[src/rtl/usb_evt_pkg.sv]
package usb_evt_pkg;
  localparam int NUM_EVT = 8;
  localparam int DATA_W  = 32;
  localparam int ADDR_W  = 2;

  localparam int ADDR_EN   = 0;
  localparam int ADDR_CLR  = 1;
  localparam int ADDR_STAT = 2;

  localparam int EVT_BUSRST = 0;
  localparam int EVT_SOF    = 1;
  localparam int EVT_PSOF   = 2;
  localparam int EVT_SUSP   = 3;
  localparam int EVT_RESUME = 4;
  localparam int EVT_HS     = 5;
  localparam int EVT_DMA    = 6;
  localparam int EVT_SETUP  = 7;

  typedef struct packed {
    logic enWr;
    logic clrWr;
  } ctlStrobe_t;
endpackage

[src/rtl/usb_evt_ctrl.sv]
module usb_evt_ctrl
  import usb_evt_pkg::*;
#(
  parameter int NUM_EVT_P = NUM_EVT,
  parameter int DATA_W_P  = DATA_W,
  parameter int ADDR_W_P  = ADDR_W
) (
  input  logic [ADDR_W_P-1:0]  regAddr,
  input  logic                 regWrEn,
  input  logic [NUM_EVT_P-1:0] enableQ,
  input  logic [NUM_EVT_P-1:0] statusQ,
  output ctlStrobe_t           strobe,
  output logic [DATA_W_P-1:0]  regRdData
);
  localparam logic [ADDR_W_P-1:0] A_EN   = ADDR_W_P'(ADDR_EN);
  localparam logic [ADDR_W_P-1:0] A_CLR  = ADDR_W_P'(ADDR_CLR);
  localparam logic [ADDR_W_P-1:0] A_STAT = ADDR_W_P'(ADDR_STAT);

  always_comb begin
    strobe.enWr  = regWrEn && (regAddr == A_EN);
    strobe.clrWr = regWrEn && (regAddr == A_CLR);
  end

  always_comb begin
    regRdData = '0;
    if (regAddr == A_EN)
      regRdData[NUM_EVT_P-1:0] = enableQ;
    else if (regAddr == A_STAT)
      regRdData[NUM_EVT_P-1:0] = statusQ;
  end
endmodule

[src/rtl/usb_evt_dp.sv]
module usb_evt_dp
  import usb_evt_pkg::*;
#(
  parameter int NUM_EVT_P = NUM_EVT
) (
  input  logic                 clk,
  input  logic                 rstMaster,
  input  logic                 busRst,
  input  ctlStrobe_t           strobe,
  input  logic [NUM_EVT_P-1:0] wrBits,
  input  logic [NUM_EVT_P-1:0] evtPulse,
  output logic [NUM_EVT_P-1:0] enableQ,
  output logic [NUM_EVT_P-1:0] statusQ,
  output logic                 irqQ
);
  localparam logic [NUM_EVT_P-1:0] BUS_RST_VAL = NUM_EVT_P'(1) << EVT_BUSRST;

  logic [NUM_EVT_P-1:0] statusNext;

  for (genvar i = 0; i < NUM_EVT_P; i++) begin : g_bit
    logic setBit;
    logic clrBit;
    assign setBit = evtPulse[i] & enableQ[i];
    assign clrBit = strobe.clrWr & wrBits[i];
    assign statusNext[i] = setBit | (statusQ[i] & ~clrBit);
  end

  always_ff @(posedge clk) begin
    if (rstMaster) begin
      enableQ <= '0;
      statusQ <= '0;
      irqQ    <= 1'b0;
    end else begin
      if (strobe.enWr)
        enableQ <= wrBits;
      if (busRst)
        statusQ <= BUS_RST_VAL;
      else
        statusQ <= statusNext;
      irqQ <= |statusQ;
    end
  end
endmodule

[src/rtl/usb_evt_status.sv]
module usb_evt_status
  import usb_evt_pkg::*;
(
  input  logic              clk,
  input  logic              rstMaster,
  input  logic              busRst,
  input  logic [NUM_EVT-1:0] evtPulse,
  input  logic [ADDR_W-1:0] regAddr,
  input  logic              regWrEn,
  input  logic [DATA_W-1:0] regWrData,
  output logic [DATA_W-1:0] regRdData,
  output logic              irqOut
);
  ctlStrobe_t         strobe;
  logic [NUM_EVT-1:0] enableQ;
  logic [NUM_EVT-1:0] statusQ;

  usb_evt_ctrl #(.NUM_EVT_P(NUM_EVT), .DATA_W_P(DATA_W), .ADDR_W_P(ADDR_W)) uCtrl (
    .regAddr  (regAddr),
    .regWrEn  (regWrEn),
    .enableQ  (enableQ),
    .statusQ  (statusQ),
    .strobe   (strobe),
    .regRdData(regRdData)
  );

  usb_evt_dp #(.NUM_EVT_P(NUM_EVT)) uDp (
    .clk      (clk),
    .rstMaster(rstMaster),
    .busRst   (busRst),
    .strobe   (strobe),
    .wrBits   (regWrData[NUM_EVT-1:0]),
    .evtPulse (evtPulse),
    .enableQ  (enableQ),
    .statusQ  (statusQ),
    .irqQ     (irqOut)
  );
endmodule

[config.mk]
export PLATFORM = sky130hd
export DESIGN_NAME = usb_evt_status
export DESIGN_NICKNAME = d
export VERILOG_FILES = /design/src/rtl/usb_evt_pkg.sv /design/src/rtl/usb_evt_ctrl.sv /design/src/rtl/usb_evt_dp.sv /design/src/rtl/usb_evt_status.sv
export SDC_FILE = /design/constraint.sdc
export NUM_CORES = 1
export LEC_CHECK = 0
export BUFFER_PORTS_ARGS = -buffer_cell sky130_fd_sc_hd__buf_2
export CORE_MARGIN = 2
export CORE_UTILIZATION = 36
export CTS_CLUSTER_DIAMETER = 40
export DETAILED_ROUTE_END_ITERATION = 16
export GPL_TIMING_DRIVEN = 0
export MAX_ROUTING_LAYER = met4
export PLACE_DENSITY_LB_ADDON = 0.2
export REMOVE_ABC_BUFFERS = 1
export SLEW_MARGIN = 40
export SYNTH_ARGS = -nofsm -noshare
export SYNTH_HDL_FRONTEND = slang
export SYNTH_SLANG_ARGS = --single-unit
[constraint.sdc]
create_clock -name clk -period 1.2 [get_ports clk]
set_input_delay 0.06 -clock clk [delete_from_list [all_inputs] [get_ports clk]]
set_output_delay 0.06 -clock clk [all_outputs]
set_load 0.02 [all_outputs]
* Yosys cells after proc, flatten, opt, wreduce, memory -nomap -nowiden
Index checks and enable logic that the tools add are counted. W data, S select, Z words.
Word-level totals: bits of input ports 46, logic and storage cells 54, bits in registers 17
Operators by class: equal/unequal tests 2, bitwise gates (word level) 40, muxes and demuxes 3, reductions and logical operators 5
Operators with widths (count):
- $and A1 B1 Y1 | 24
- $mux W8 | 2
- $not A1 Y1 | 8
- $or A1 B1 Y1 | 8
- $reduce_or A8 Y1 | 1
- $eq A2 B1 Y1 const B | 1
- $eq A2 B2 Y1 const B | 1
- $logic_and A1 B1 Y1 | 2
- $logic_not A2 Y1 | 1
- $reduce_or A2 Y1 | 1
- $mux W1 | 1

* Longest topological paths before layout
Gate-level depths: netlist of the first run.
depth after elaboration 7, depth in mapped cells 4, mapped depth without buffers 2

* Cells and area by module
From an unflattened synthesis of the first run, not the netlist that was laid out.
Unflattened totals: cells, all modules 110, area, all modules 1013.5 sq um
Modules (own cells, without submodules):
- usb_evt_dp | sequential area each 340.3 sq um, times used 1, cells an instance 65, area an instance 685.7 sq um
- usb_evt_ctrl | sequential area each 0.0 sq um, times used 1, cells an instance 45, area an instance 327.8 sq um

* Least setup slack after synthesis of the first run
No wires, ideal clock.
path kind in2reg, from input port regAddr[0], to register uDp.statusQ[6], stages on the path 4, buffers on the path 2, setup slack 0.372 ns, arrival 0.740 ns, path through buf_2 and3b_1 buf_6 a311oi_2
Between the ends: cells in the longest elaborated chain, start to end 6
Ends and longest elaborated chain:
- from (decl) | RTL line usb_evt_status.sv:8 | input logic [ADDR_W-1:0] regAddr,
- $eq A2 B1 Y1 | RTL line usb_evt_ctrl.sv:21 | strobe.clrWr = regWrEn && (regAddr == A_CLR);
- $logic_and A1 B1 Y1 | RTL line usb_evt_ctrl.sv:21
- $and A1 B1 Y1 | RTL line usb_evt_dp.sv:24 | assign clrBit = strobe.clrWr & wrBits[i];
- $not A1 Y1 | RTL line usb_evt_dp.sv:25 | assign statusNext[i] = setBit | (statusQ[i] & ~clrBit);
- $and A1 B1 Y1 | RTL line usb_evt_dp.sv:25
- $or A1 B1 Y1 | RTL line usb_evt_dp.sv:25
- to (signal assigned) | RTL line usb_evt_dp.sv:39 | statusQ <= statusNext;
- to (decl) | RTL line usb_evt_dp.sv:13 | output logic [NUM_EVT_P-1:0] statusQ,
Every way passes these cells. A chain may end at the register's enable or synchronous reset.

* Final worst setup path of the first run
from register uDp.enableQ[0], to output port regRdData[0]
Between the ends: cells in the longest elaborated chain, start to end 1
Ends and longest elaborated chain:
- from (decl) | RTL line usb_evt_dp.sv:12 | output logic [NUM_EVT_P-1:0] enableQ,
- from (signal assigned) | RTL line usb_evt_dp.sv:35 | enableQ <= wrBits;
- $mux W8 | RTL line usb_evt_ctrl.sv:26 | if (regAddr == A_EN)
- to (decl) | RTL line usb_evt_status.sv:11 | output logic [DATA_W-1:0] regRdData,
Every way passes these cells.

==> metrics, run 1 <==
Cell Area, Synth=1090 sq um; outcome=finished, final reports clean; Final min period=1.10 ns; Num Clock Sinks=17; DR WL/cell=11.8 um; area of the multi-input gates=618 sq um; placed wire-length estimate=1650 um; Mapped Cells=119; die span in y=59.1 um; Row Count=19; startpoint types=register; port bufs=30; GRT Util Overall=14.3%; main flop type after synthesis=dfxtp_1; Leak=0.000543 uW; TritonCTS clock tree=done; core box area=approximately 2800 sq um; PostCTS Resize Cnt=0; FILL cells=roughly 280; via count=879; cell area after layout=1250 sq um; first-pass GRT wire length=3560 um; H-Tree Depth=1; routed wl met2=1010 um; DRC=0; DR pass1 iterations=4; 1st-iter DRT viols=23; Data required, critical path=1.14 ns; VDD IR max=around 0.45 mV; WS Path Type=reg -> out; Switching Share=between 30% and 40%; Post-synth EDFFs=0; Final setup viols=0; pin count of the biggest net entering global routing=20; Avg Cell Area, Syn=9.17 sq um; Overflow after GRT=0; latest clock arrival within the worst-skew pair=0.29 ns; Die X=59.1 um; Routed met1 length=~1000 um; Synth async-reset ratio=0%; Seq pwr share=approximately half; Area Overhead vs Synth=14.7%; DIE AREA=approximately 3500 sq um; RSZ-0062 raised after global routing=false; number of global-route vias before repair=814; Logic pwr share=between 20% and 30%; Arr. time, crit path=1.04 ns; Starting Density=between 30 and 40%; clock share of power=around 27%; Internal Power=797 uW; setup slack after layout=0.0953 ns; final hold violation count=0; initial antenna violation count=0; Post-DRT Antenna Nets=0; vias per cell=around 4.8; wire length on met3=around 110 um; layout cells sized above 1=27.9%; CTS Buf Count=3; max-slew violation count=0; placer congestion estimate=between 0.7 and 0.8; worst hold margin=0.0303 ns; Diodes inserted=0; Hold WC Path Type=in -> reg; CP max-delay cell=dfxtp_1; post-route clock period utilization=92.1%; dpl ws=-0.0241 ns; pwr dens=between 900 and 1000 nW/um^2; max_cap viols=0; Clock Skew=0.00624 ns; Post-DP Area=1150 sq um; Root Driver=clkbuf_4; Bufs on Longest Clock Path=2; Max Freq=905 MHz; uppermost routed layer=met4; FF/Latch Area=340 sq um; final net count=201; Worst setup EP type=primary output; Seq/Total Area, Yosys=31.2%; Clock transition at path regs=0.09 ns; CP max FO=4; commonest non-fill, non-tap cell in the layout=buf_2; # IOs=79; yosys warns=0; Yosys reg bits=17; Critical Path Max Stage Delay=0.38 ns; drt total wl=2180 um; commonest non-fill, non-tap cells in the layout=buf_2, conb_1, dfxtp_1; crit path cell chain=mux2i_1, nor2_1, buf_2; net switching power=347 uW; library cells used by synthesis=19
==> final timing paths <==
check,from,endpoint,slack (ns),cells past startpoint
max,uDp.enableQ[0]$_SDFFE_PP0P_,regRdData[0],0.1,3
min,regWrData[0],uDp.enableQ[0]$_SDFFE_PP0P_,0.03,3
min reg2reg,uDp.enableQ[0]$_SDFFE_PP0P_,uDp.enableQ[0]$_SDFFE_PP0P_,0.51,2
max reg2reg,uDp.statusQ[5]$_SDFF_PP0_,uDp.irqQ$_SDFF_PP0_,0.36,2
==> kinds of logic after synthesis <==
logic type / count (synthesis) / synth area share (%)
simple gates: 38 / 18.5
other cells: 1 / 0.344
buf+inv: 30 / 20.5
flops: 17 / 31.2
compound gates: 17 / 14.8
mux: 16 / 14.7
==> state kept, by name, summed over array words and instances, names as in the netlist <==
register / count
uDp.enableQ: 8
uDp.statusQ: 8
uDp.irqQ: 1
==> cell type report <==
class                           count  area share, %
Clock buffer                        4           2.10
Multi-Input combinational cell     95           49.4
Sequential cell                    17           27.2
Tap cell                           31           3.10
Timing Repair Buffer               38           18.2
==> cells in the mapped netlist, types with 2 or more instances <==
library cell | count | area (sq um)
nor4_1 | 2 | 12.5
a21oi_1 | 8 | 40.0
nand2_1 | 8 | 30.0
dfxtp_1 | 17 | 340
buf_4 | 25 | 188
mux2i_1 | 16 | 160
nor2_1 | 8 | 30.0
a311oi_2 | 7 | 105
buf_6 | 2 | 22.5
nand2b_1 | 16 | 100
buf_2 | 2 | 10.0
==> timing repair <==
action,CTS,global route
hold buffers,7,0
setup buffers,0,0
endpoints found under the hold margin,7,0
==> through the flow <==
stage | setup TNS, ns | total power [uW] | cells | util (%)
CTS | 0 | 1160 | 185 | 44.2
global route | 0 | 1200 | 185 | 44.2
detailed placement | -0.0241 | 833 | 174 | 40.8
global placement | -6.19 | 827 | 173 | 40.4
finish | 0 | 1140 | 185 | 44.2
floorplan | -0.821 | 747 | 112 | -
==> per-layer routing <==
metal / track usage [%] / up-vias
li1: - / 436
met1: 17.2 / 405
met2: 22.7 / 36
met3: 2.62 / 2
met4: 7.79 / 0
met5: - / -
==> power by group through the flow <==
| stage | Combinational (uW) | Clock (uW) | Sequential (uW) |
|---|---|---|---|
| detailed placement | 226 | 0 | 607 |
| finish | 243 | 308 | 594 |
| global placement | 220 | 0 | 607 |
| global route | 266 | 341 | 597 |
| floorplan | 140 | 0 | 607 |
| CTS | 244 | 318 | 594 |
==> critical path: cells and delay by family (launching register included) <==
| kind | cells | cell delay [ns] |
|---|---|---|
| DFF | 1 | 0.38 |
| and+or+nand+nor | 1 | 0.11 |
| muxes | 1 | 0.09 |
| buffers and inverters | 1 | 0.17 |
Note: power is estimated with default switching activity, not from simulation.
==> run 2, diff against run 1 <==
- RECOVER_POWER: unset -> 50
==> run 2 against run 1 <==
  * Setup slack gained 0.0034 ns
  * Routed wire length fell by 0.32%
  * Critical path depth unchanged
  * Critical path type unchanged
  * Critical endpoint unchanged
  * Via count increased by 0.23%
  * Design area is 2.6% lower
==> metrics, run 2 (same netlist as run 1, synthesis figures left out) <==
Switching Share=29.9% (-0.49 points); Die X=59.1 um (unchanged); H-Tree Depth=1 (unchanged); Num Clock Sinks=17 (unchanged); max-slew violation count=0 (unchanged); Starting Density=38.6% (unchanged); startpoint types=register; pwr dens=930 nW/um^2 (+1.7%); TritonCTS clock tree=done; Overflow after GRT=0 (unchanged); CP max-delay cell=dfxtp_1; initial antenna violation count=0 (unchanged); final hold violation count=0 (unchanged); Clock transition at path regs=0.09 ns (about the same); CTS Buf Count=3 (unchanged); Worst Reg-to-Reg Cells=2 (unchanged); port bufs=30 (unchanged); fin util=43.1% (-1.1 points); pin count of the biggest net entering global routing=20 (unchanged); Row Count=19 (unchanged); PostCTS Resize Cnt=0 (unchanged); Hold Crit Endpoint=uDp.enableQ[0]$_SDFFE_PP0P_; cell area after layout=1220 sq um (-2.6%); total chip power=1130 uW (-0.95%); flop2flop setup slack=0.35 ns (about the same); RSZ-0062 raised after global routing=false; DR WL/cell=11.8 um (-0.32%); commonest non-fill, non-tap cell in the layout=buf_2; crit path cell chain=mux2i_1, nor2_1, buf_2; Final min period=1.10 ns (-0.00343 ns); number of global-route vias before repair=814 (unchanged); final net count=201 (unchanged); CP max FO=4 (unchanged); placed wire-length estimate=1650 um (unchanged); core box area=2830 sq um (unchanged); Final setup viols=0 (unchanged); hold path start=regWrData[0]; Reg-to-Reg Start=uDp.enableQ[2]$_SDFFE_PP0P_; delay-heaviest family, CP=flip-flops; buffer and inverter count on the worst path=1 (unchanged); DIE AREA=3490 sq um (unchanged); Hold WC Path Type=in -> reg; # IOs=79 (unchanged); hold path depth=3 (unchanged); placer congestion estimate=0.719 (unchanged); die span in y=59.1 um (unchanged); setup slack after layout=0.0988 ns (+0.00343 ns); Leak=0.000536 uW (-1.2%); 1st-iter DRT viols=26 (+13%); Reg-to-Reg End=uDp.statusQ[2]$_SDFF_PP0_; vias per cell=4.76 (+0.23%); WS Path Type=reg -> out; DRC=0 (unchanged); Worst setup EP type=primary output; Internal Power=795 uW (-0.26%); first-pass GRT wire length=3560 um (unchanged); Max Freq=908 MHz (+0.31%); net switching power=338 uW (-2.6%); Logic pwr share=20.8% (-0.4 points); layout cells sized above 1=24.0% (-3.9 points); latest clock arrival within the worst-skew pair=0.29 ns (about the same); Bufs on Longest Clock Path=2 (unchanged); max_cap viols=0 (unchanged); commonest non-fill, non-tap cells in the layout=buf_2, conb_1, dfxtp_1; VDD IR max=0.454 mV (-0.10%); biggest regs=uDp.enableQ (8), uDp.statusQ (8), uDp.irqQ (1); worst hold margin=0.0344 ns (+0.00416 ns); Data required, critical path=1.14 ns (about the same); GRT Util Overall=14.3% (unchanged); Post-DP Area=1150 sq um (unchanged); Clock Skew=0.00944 ns (+0.00321 ns); outcome=finished, final reports clean; Root Driver=clkbuf_4; via count=881 (+0.23%); Seq pwr share=52.4% (+0.5 points); Critical Path Max Stage Delay=0.38 ns (about the same); Area Overhead vs Synth=11.7%; clock share of power=26.8% (about the same); dpl ws=-0.0241 ns (unchanged); DR pass1 iterations=4 (unchanged); Post-DRT Antenna Nets=0 (unchanged); post-route clock period utilization=91.8% (-0.29 points); drt total wl=2180 um (-0.32%); Arr. time, crit path=1.04 ns (about the same); Diodes inserted=0 (unchanged)
run 2: cell types whose count changed in the layout (fill, tap and decap cells not counted), sizes merged:
cell,change
buf,-1
clkbuf,+1
run 2: repair_timing:
item                      CTS  global route
setup buffers               0             0
hold endpoints to repair    7             0
hold buffers                7             0
run 2: routing by layer:
layer  wire [um]  vias to the layer above  track usage (%)
met4          27                        0             7.79
met2        1010                       40             22.7
li1            -                      437                -
met1        1020                      402             17.2
met5           0                        -                -
met3         115                        2             2.62
run 2: final cells by class:
cell class                 instances  area [sq um]
multi-input combinational         95           587
timing repair buffer              38           226
clock buffer                       4          26.3
fill                             290          1610
sequential                        17           340
tap                               31          38.8
run 2: per-stage QoR:
stage,cells,TNS [ns]
after global placement,173,-6.19
after global routing,185,0
after floorplan,112,-0.821
after detailed placement,174,-0.0241
after CTS,185,0
final,185,0
run 2: worst max path at each step:
| stage | from | endpoint | slack, ns | cells after the start |
|---|---|---|---|---|
| after CTS | uDp.enableQ[0]$_SDFFE_PP0P_ | regRdData[0] | 0.09 | 3 |
| after global placement | regAddr[1] | uDp.enableQ[5]$_SDFFE_PP0P_ | -0.78 | 3 |
| after detailed placement | regAddr[1] | uDp.enableQ[4]$_SDFFE_PP0P_ | -0.02 | 4 |
| after floorplan | regAddr[1] | uDp.enableQ[0]$_SDFFE_PP0P_ | -0.10 | 2 |
| after global routing | uDp.enableQ[3]$_SDFFE_PP0P_ | regRdData[3] | 0.005 | 3 |
| final | uDp.enableQ[0]$_SDFFE_PP0P_ | regRdData[0] | 0.1 | 3 |
run 2: power by group through the flow:
stage | Sequential, uW | Clock, uW | Combinational [uW]
after floorplan | 607 | 0 | 140
final | 594 | 304 | 236
after global placement | 607 | 0 | 220
after global routing | 597 | 341 | 259
after CTS | 594 | 318 | 244
after detailed placement | 607 | 0 | 226
run 2: worst reg2reg max path, delay by kind of cell (launching register included):
family / cells / cell delay [ns]
flops: 1 / 0.40
compound gates: 2 / 0.36
==> run 3, diff against run 2 <==
- PLACE_DENSITY: unset -> 0.72
- PLACE_DENSITY_LB_ADDON: 0.2 -> unset
==> run 3 against run 2 <==
  * Maximum frequency increased by 0.87%
  * Largest power group unchanged
  * Flip-flop and latch count is the same
  * Sequential power is essentially flat
  * Hold slack lost 0.013 ns
  * Largest cell class unchanged
  * Core utilization is 0.40 points higher
  * Clock skew rose by 0.0022 ns
  * Critical path type unchanged
==> metrics, run 3 (same netlist as run 1, synthesis figures left out) <==
initial antenna violation count=0 (unchanged); placed wire-length estimate=1730 um (+4.7%); biggest regs=uDp.enableQ (8), uDp.statusQ (8), uDp.irqQ (1); # IOs=79 (unchanged); WS Path Type=reg -> out; latest clock arrival within the worst-skew pair=0.30 ns (about the same); CTS Buf Count=3 (unchanged); port bufs=30 (unchanged); crit path from=uDp.enableQ[7]$_SDFFE_PP0P_; Bufs on Longest Clock Path=2 (unchanged); crit path cell chain=mux2i_1, nor2_1, buf_2; setup slack after layout=0.108 ns (+0.00954 ns); layout cells sized above 1=26.0% (+1.9 points); DR WL/cell=12.3 um (+5.0%); number of global-route vias before repair=859 (+5.5%); Max Freq=916 MHz (+0.87%); flop2flop setup slack=0.35 ns (about the same); Diodes inserted=0 (unchanged); Leak=0.000536 uW (about the same); drt total wl=2280 um (+5.0%); CP max FO=4 (unchanged); Num Clock Sinks=17 (unchanged); Reg-to-Reg Start=uDp.statusQ[1]$_SDFF_PP0_; TritonCTS clock tree=done; delay-heaviest family, CP=flip-flops; Reg-to-Reg End=uDp.irqQ$_SDFF_PP0_; max_cap viols=0 (unchanged); startpoint types=register; Worst setup EP type=primary output; final net count=201 (unchanged); vias per cell=4.72 (-0.91%); Worst Reg-to-Reg Cells=2 (unchanged); 1st-iter DRT viols=16 (-38%); DIE AREA=3490 sq um (unchanged); DRC=0 (unchanged); Clock transition at path regs=0.11 ns (+0.02 ns); die span in y=59.1 um (unchanged); Root Driver=clkbuf_4; H-Tree Depth=1 (unchanged); Die X=59.1 um (unchanged); Row Count=19 (unchanged); CP max-delay cell=dfxtp_1; Critical Path Max Stage Delay=0.39 ns (about the same); Critical Path Sink=regRdData[7]; fin util=43.5% (+0.40 points); Final setup viols=0 (unchanged); buffer and inverter count on the worst path=1 (unchanged); core box area=2830 sq um (unchanged); hold path depth=3 (unchanged); Clock Skew=0.0116 ns (+0.00219 ns); Final min period=1.09 ns (-0.00954 ns); first-pass GRT wire length=3710 um (+4.3%); Post-DRT Antenna Nets=0 (unchanged); max-slew violation count=0 (unchanged); pin count of the biggest net entering global routing=20 (unchanged); Starting Density=38.6% (unchanged); pwr dens=929 nW/um^2 (-0.10%); final hold violation count=0 (unchanged); FILL cells=294 (+1.4%); DR pass1 iterations=3 (-1); via count=873 (-0.91%); VDD IR max=0.408 mV (-10%); post-route clock period utilization=91.0% (-0.80 points); outcome=finished, final reports clean; dpl ws=-0.0256 ns (-0.00146 ns); cell depth of the worst setup path=3 (unchanged); commonest non-fill, non-tap cell in the layout=buf_2; Overflow after GRT=0 (unchanged); Arr. time, crit path=1.03 ns (about the same); Data required, critical path=1.14 ns (about the same); commonest non-fill, non-tap cells in the layout=buf_2, conb_1, mux2i_1, nand2b_1, dfxtp_1; # Post-CTS Setup Buffers=0 (unchanged); Hold WC Path Type=in -> reg; GRT Util Overall=14.5% (+0.16 points); RSZ-0062 raised after global routing=false; Area Overhead vs Synth=12.7%; placer congestion estimate=0.838 (+17%)
## run 3: worst min-delay path by stage
| stage | endpoint | slack [ns] | start |
|---|---|---|---|
| 2_1_floorplan | uDp.irqQ$_SDFF_PP0_ | 0.13 | rstMaster |
| 3_3_place_gp | uDp.statusQ[5]$_SDFF_PP0_ | 0.29 | regWrData[5] |
| 3_5_place_dp | uDp.statusQ[3]$_SDFF_PP0_ | 0.29 | regWrData[3] |
| 4_1_cts | uDp.enableQ[0]$_SDFFE_PP0P_ | 0.02 | regWrData[0] |
| 5_1_grt | uDp.enableQ[0]$_SDFFE_PP0P_ | 0.01 | regWrData[0] |
| 6_report | uDp.enableQ[0]$_SDFFE_PP0P_ | 0.02 | regWrData[0] |
## run 3: layout make-up
class,instances,area (sq um),area share (%)
well taps,31,38.8,3.15
clock buffers,3,22.5,1.83
multi-input cells,95,599,48.7
repair buffers,38,223,18.1
flip-flops and latches,17,342,27.8
clock inverters,1,5.00,0.407
## run 3: what timing repair did
action | 4_1_cts | 5_1_grt
hold buffers | 7 | 0
endpoints found under the hold margin | 7 | 0
setup endpoints to repair | 0 | 1
gates resized for setup | 0 | 1
## run 3: tightest hold or removal path, cell delays in order
cell	delay, ns
buf_2	0.10
nand2b_1	0.06
mux2i_1	0.06
## run 3: through the flow
step | hold slack (ns) | total power, uW | std cells | area, sq um | TNS (ns)
2_1_floorplan | 0.129 | 747 | 112 | 953 | -0.821
3_5_place_dp | 0.295 | 834 | 174 | 1150 | -0.0256
4_1_cts | 0.0227 | 1160 | 185 | 1250 | 0
5_1_grt | 0.00970 | 1210 | 185 | 1230 | 0
6_report | 0.0215 | 1140 | 185 | 1230 | 0
3_3_place_gp | 0.288 | 825 | 173 | 1140 | -5.92
## run 3: layer usage
| layer | wire, um | track usage (%) |
|---|---|---|
| met5 | 0 | - |
| met1 | 1030 | 17.7 |
| met3 | 159 | 2.84 |
| met4 | 0 | 3.90 |
| met2 | 1100 | 24.4 |
## run 3: power breakdown
| group | switching (uW) | leakage (uW) | total (uW) | internal [uW] |
|---|---|---|---|---|
| logic | 155 | 0.000380 | 240 | 85.2 |
| clock network | 184 | 0.0000177 | 308 | 124 |
| registers | 14.1 | 0.000139 | 595 | 581 |
